===== config.mk =====
export PLATFORM = sky130hd
export DESIGN_NAME = fpw_half_to_single
export DESIGN_NICKNAME = d
export VERILOG_FILES = /design/src/rtl/fpw_pkg.sv /design/src/rtl/fpw_lzc.sv /design/src/rtl/fpw_classify.sv /design/src/rtl/fpw_subnorm.sv /design/src/rtl/fpw_half_to_single.sv
export SDC_FILE = /design/constraint.sdc
export NUM_CORES = 1
export LEC_CHECK = 0
export CORE_MARGIN = 1.5
export CORE_UTILIZATION = 43
export CTS_CLUSTER_SIZE = 25
export DETAILED_ROUTE_END_ITERATION = 6
export GPL_TIMING_DRIVEN = 0
export MAX_ROUTING_LAYER = met4
export PLACE_DENSITY = 0.77
export SLEW_MARGIN = 15
export SYNTH_ARGS = -nofsm -noshare
export SYNTH_HDL_FRONTEND = slang
export SYNTH_SLANG_ARGS = --single-unit

===== constraint.sdc =====
create_clock -name clk_i -period 2.2 [get_ports clk_i]
set_input_delay 0.44 -clock clk_i [delete_from_list [all_inputs] [get_ports clk_i]]
set_output_delay 0.44 -clock clk_i [all_outputs]
set_load 0.02 [all_outputs]

===== src/rtl/fpw_pkg.sv =====
package fpw_pkg;

    // Operand kind chosen by the magnitude classifier
    typedef enum logic [1:0] {
        FK_ZERO = 2'd0,
        FK_SUB  = 2'd1,
        FK_NORM = 2'd2,
        FK_SPEC = 2'd3
    } fkind_e;

    localparam int HALF_EXP_W   = 5;
    localparam int HALF_MAN_W   = 10;
    localparam int SINGLE_EXP_W = 8;
    localparam int SINGLE_MAN_W = 23;

endpackage


===== src/rtl/fpw_lzc.sv =====
// Leading-zero counter, binary search over halves of a power-of-two
// padded word. Valid for nonzero inputs; the padding is ones so an
// all-zero input of a non-power-of-two width yields WIDTH.
module fpw_lzc #(
    parameter int WIDTH = 11
) (
    input  logic [WIDTH-1:0]             val_i,
    output logic [$clog2(WIDTH+1)-1:0]   cnt_o
);
    localparam int LVL  = (WIDTH > 1) ? $clog2(WIDTH) : 1;
    localparam int PW   = 1 << LVL;
    localparam int PADW = PW - WIDTH;
    localparam int CW   = $clog2(WIDTH+1);

    logic [PW-1:0]  stage [0:LVL];
    logic [LVL-1:0] zhalf;

    generate
        if (PADW > 0) begin : g_pad
            assign stage[LVL] = {val_i, {PADW{1'b1}}};
        end else begin : g_nopad
            assign stage[LVL] = val_i;
        end

        for (genvar k = LVL - 1; k >= 0; k--) begin : g_lvl
            localparam int HALF = 1 << k;
            assign zhalf[k]  = (stage[k+1][PW-1 -: HALF] == '0);
            assign stage[k]  = zhalf[k] ? (stage[k+1] << HALF) : stage[k+1];
        end
    endgenerate

    assign cnt_o = CW'(zhalf);

endmodule


===== src/rtl/fpw_classify.sv =====
// Sorts a sign-less binary16-style magnitude into zero, subnormal,
// normal or special. Normal test uses a wrapping range compare.
module fpw_classify
    import fpw_pkg::*;
#(
    parameter int EXP_W = HALF_EXP_W,
    parameter int MAN_W = HALF_MAN_W
) (
    input  logic [EXP_W+MAN_W-1:0] mag_i,
    output fkind_e                 kind_o
);
    localparam int MW = EXP_W + MAN_W;
    localparam logic [MW:0] MIN_NORM = (MW+1)'(1) << MAN_W;
    localparam logic [MW:0] INF_MAG  = (MW+1)'((1 << EXP_W) - 1) << MAN_W;
    localparam logic [MW:0] SPAN     = INF_MAG - MIN_NORM;

    logic [MW:0] offs;
    logic        in_norm;

    always_comb begin
        offs    = {1'b0, mag_i} - MIN_NORM;
        in_norm = (offs < SPAN);
        if (in_norm) begin
            kind_o = FK_NORM;
        end else if ({1'b0, mag_i} >= INF_MAG) begin
            kind_o = FK_SPEC;
        end else if (mag_i != '0) begin
            kind_o = FK_SUB;
        end else begin
            kind_o = FK_ZERO;
        end
    end

endmodule


===== src/rtl/fpw_subnorm.sv =====
// Renormalises a subnormal significand: shift so the leading one lands
// on the hidden position, drop it, and report the exponent decrement.
module fpw_subnorm
    import fpw_pkg::*;
#(
    parameter int SRC_MAN = HALF_MAN_W,
    parameter int DST_MAN = SINGLE_MAN_W
) (
    input  logic [SRC_MAN:0]             sig_i,
    output logic [DST_MAN-1:0]           frac_o,
    output logic [$clog2(SRC_MAN+2)-1:0] scale_o
);
    localparam int LZW = SRC_MAN + 1;
    localparam int CW  = $clog2(LZW + 1);
    localparam int GAP = DST_MAN - SRC_MAN;

    logic [CW-1:0]    lz;
    logic [DST_MAN:0] wide;

    fpw_lzc #(.WIDTH(LZW)) u_lzc (
        .val_i (sig_i),
        .cnt_o (lz)
    );

    always_comb begin
        wide    = {sig_i, {GAP{1'b0}}} << lz;
        wide    = wide ^ ((DST_MAN+1)'(1) << DST_MAN);
        frac_o  = wide[DST_MAN-1:0];
        scale_o = lz;
    end

endmodule


===== src/rtl/fpw_half_to_single.sv =====
module fpw_half_to_single
    import fpw_pkg::*;
#(
    parameter int HE = HALF_EXP_W,
    parameter int HM = HALF_MAN_W,
    parameter int SE = SINGLE_EXP_W,
    parameter int SM = SINGLE_MAN_W
) (
    input  logic             clk_i,
    input  logic             rst_i,
    input  logic             in_valid_i,
    input  logic [HE+HM:0]   in_half_i,
    output logic             out_valid_o,
    output logic [SE+SM:0]   out_single_o
);
    localparam int HW     = 1 + HE + HM;
    localparam int SW     = 1 + SE + SM;
    localparam int HBIAS  = (1 << (HE - 1)) - 1;
    localparam int SBIAS  = (1 << (SE - 1)) - 1;
    localparam int BIAS_D = SBIAS - HBIAS;
    localparam int GAP    = SM - HM;
    localparam int SCW    = $clog2(HM + 2);

    typedef struct packed {
        logic          valid;
        logic [SW-1:0] data;
    } wstate_t;

    wstate_t st_d, st_q;

    logic [HW-2:0] mag;
    logic          sgn;
    logic [HE-1:0] hexp;
    logic [HM-1:0] hman;
    fkind_e        kind;
    logic [SM-1:0] sub_frac;
    logic [SCW-1:0] sub_scale;
    logic [SE-1:0] res_exp;
    logic [SM-1:0] res_man;

    assign mag  = in_half_i[HW-2:0];
    assign sgn  = in_half_i[HW-1];
    assign hexp = mag[HW-2:HM];
    assign hman = mag[HM-1:0];

    fpw_classify #(.EXP_W(HE), .MAN_W(HM)) u_cls (
        .mag_i  (mag),
        .kind_o (kind)
    );

    fpw_subnorm #(.SRC_MAN(HM), .DST_MAN(SM)) u_sub (
        .sig_i   (mag[HM:0]),
        .frac_o  (sub_frac),
        .scale_o (sub_scale)
    );

    always_comb begin
        unique case (kind)
            FK_NORM: begin
                res_exp = SE'(hexp) + SE'(BIAS_D);
                res_man = {hman, {GAP{1'b0}}};
            end
            FK_SPEC: begin
                res_exp = '1;
                res_man = {hman, {GAP{1'b0}}};
            end
            FK_SUB: begin
                res_exp = SE'(BIAS_D + 1) - SE'(sub_scale);
                res_man = sub_frac;
            end
            default: begin
                res_exp = '0;
                res_man = '0;
            end
        endcase

        st_d.valid = in_valid_i;
        st_d.data  = in_valid_i ? {sgn, res_exp, res_man} : st_q.data;
    end

    always_ff @(posedge clk_i) begin
        if (rst_i) begin
            st_q <= '0;
        end else begin
            st_q <= st_d;
        end
    end

    assign out_valid_o  = st_q.valid;
    assign out_single_o = st_q.data;

endmodule


==> results.json <==
{
  "status": "finished, final reports clean",
  "wirelength_microns": 5500,
  "postSynthCellCount": 232,
  "highest_layer": "met4",
  "ys.flop_type": "dfxtp_1",
  "drive_above_1_share_pct": 32.0,
  "synthArstFlopShare_pct": 0,
  "met2_length_microns": 2710,
  "fin_crit_sh_pct": 97.5,
  "fin_total_pwr_mw": 1.08,
  "dp_hpwl_microns": 3570,
  "root_buffer": "clkbuf_8",
  "cts_max_level": 1,
  "hold_path.class": "reg2reg",
  "path_clk_slew_ns": 0.07,
  "synthTopCellsByCount": "nor2_1 (25), a21oi_1 (24), nand2_1 (20), dfxtp_1 (19), buf_4 (16)",
  "synth_edf_count": 0,
  "maxSlewViolCount": 0,
  "synth_area_leaders": "dfxtp_1 (22%), a21oi_1 (6.9%), buf_4 (6.9%)",
  "die_width_microns": 66.8,
  "start_util_pct": 46.4,
  "grt_pass1_vias": 1768,
  "clk_latency_ns": 0.25,
  "worst-endpoint-arrival_ns": 2.32,
  "rsz0062_at_grt": "yes",
  "dieHeight_microns": 66.8,
  "powerDensity_nw_per_um2": 418,
  "gp_congestion": 0.917,
  "grt_pass1_wl_microns": 8580,
  "cap_violations": 0,
  "cts_tree": "done",
  "netlist_area_sq_um": 1750,
  "fin_crit_ns": 2.14,
  "cts_buffer_depth": 2,
  "yosysTopAreaCell": "dfxtp_1",
  "grt_start_max_net_pins": 11,
  "ir_drop_v": 0.000259,
  "max_freq_mhz": 466,
  "worst-r2r-setup-slack_ns": 1.34,
  "track_usage_pct": 25.3,
  "finClkSkew_ns": 0,
  "worstSetupEndpointType": "register",
  "synth-seq-cells": 19,
  "coreArea_sq_um": 3770,
  "critical_path_class": "in2reg",
  "row_count": 22,
  "setup_viol": 0,
  "cts.sinks": 19,
  "yosysMostFrequentCell": "nor2_1",
  "cts_made_buffers": 3,
  "crit_path_start_kind": "primary input",
  "initialDrtViolationCount": 130,
  "drc": 0,
  "met1_length_microns": 2220,
  "dieArea_sq_um": 4460,
  "vias": 2017,
  "wl_per_cell_microns": 15.7,
  "final_hold_viol_count": 0,
  "ys_seq_area_share_pct": 21.8,
  "yosysUniqueCellTypes": 62,
  "area_growth_pct": 48.4,
  "vias_per_cell": 5.75,
  "dr.pass1.iters": 5,
  "nNetsFinal": 326,
  "yosys_warnings": 0,
  "gr-total-overflow": 0,
  "synth_top_area_share_pct": 21.8,
  "p_leak_nw": 1.05,
  "detail-route-antenna-nets": 0,
  "routed-wl-met3_microns": 468,
  "synth_area_per_cell_sq_um": 7.53,
  "numPortBuffers": 30,
  "num_antenna_cells": 0,
  "antenna_found_initial": 0,
  "fin_util_pct": 68.8,
  "cp_max_fo": 8,
  "ioPinCount": 52,
  "cp_data_required_time_ns": 2.37
}
## kinds of logic (layout without fill, tap and decap cells)
group	after synthesis	count (layout)	synth area share [%]
buffers and inverters	34	93	12.4
multiplexers	12	12	6.94
other	1	13	0.215
adder cells (fa/ha/maj)	3	3	2.15
flip-flops	19	19	21.8
AND/OR/NAND/NOR	93	93	29.2
AO/OA/AOI/OAI	70	70	27.3
## per-stage QoR
| stage | setup WS, ns | TNS, ns | hold WS, ns | instances | instance area, sq um |
|---|---|---|---|---|---|
| final | 0.0559 | 0 | 0.449 | 351 | 2590 |
| after global routing | -0.0691 | -0.174 | 0.477 | 351 | 2590 |
| after CTS | 0.00764 | 0 | 0.453 | 344 | 2400 |
| after detailed placement | -0.989 | -14.20 | 0.443 | 322 | 2190 |
| after global placement | -0.981 | -13.79 | 0.441 | 322 | 2190 |
| after floorplan | -0.00426 | -0.00426 | 0.514 | 244 | 1830 |
## area by class of cell
cell class	count	area, sq um
Multi-Input combinational cell	191	1390
Fill cell	319	1180
Timing Repair Buffer	55	474
Sequential cell	19	380
Buffer	31	230
Tap cell	48	60.1
Clock buffer	4	45.0
Inverter	3	15.0
## where the power goes
part	switching (mW)	internal, mW	leakage (nW)
clock network	0.111	0.129	0.0228
logic	0.252	0.212	0.874
registers	0.0127	0.368	0.157
## routing by layer
| metal | up-vias | global-route usage [%] |
|---|---|---|
| met2 | 94 | 41.1 |
| met1 | 938 | 32.9 |
| met5 | - | - |
| li1 | 970 | - |
| met3 | 15 | 3.89 |
| met4 | 0 | 6.38 |
## path summary, 6_finish.rpt
kind,start,to,cells past startpoint
worst max-delay path,in_half_i[6],out_single_o[18],9
worst min-delay path,out_single_o[23],out_single_o[23],2
worst min register to register,out_single_o[23],out_single_o[23],2
worst max register to register,out_single_o[22],out_single_o[22],4
## layout by cell type (no fill, tap or decap), types with 3 or more instances in the layout
cell type        synthesis  layout
a21oi_1                 24      22
and3_1                   6       5
buf_4                   16      42
clkbuf_1                 6       5
nor4b_4                  0       3
mux2i_1                 11      10
nor2_1                  25      21
nor2b_1                  3       3
nand2b_1                 4       4
a211oi_1                 4       4
o21ai_1                  6       4
nand3_1                  5       4
o21ai_0                  3       3
nor3_1                   5       4
o21ai_2                  1       3
dfxtp_1                 19      19
a31oi_1                  3       3
clkdlybuf4s50_1          0      22
clkbuf_2                 0       3
conb_1                   1      13
o22ai_1                  4       3
buf_2                    5       4
or3_1                    4       3
nor2_2                   1       4
clkbuf_8                 0       3
buf_6                    3       6
nand2_1                 20      20
## registers in the layout, indices dropped and copies added (netlist names)
register and cells:
out_single_o 18, out_valid_o 1
## timing repair
action                     in CTS  in global routing
setup buffers                  18                  7
gates resized for setup        33                 32
pin swaps                      12                 10
setup endpoints to repair      17                 17
hold buffers                    0                  0
## critical path, stage by stage
cell,delay (ns)
buf_4,0.15
nor4_4,0.06
buf_4,0.16
a221o_1,0.33
o21ai_2,0.17
buf_4,0.14
mux2_4,0.31
or3_4,0.37
a311oi_2,0.19
(Power assumes the default switching activity.)
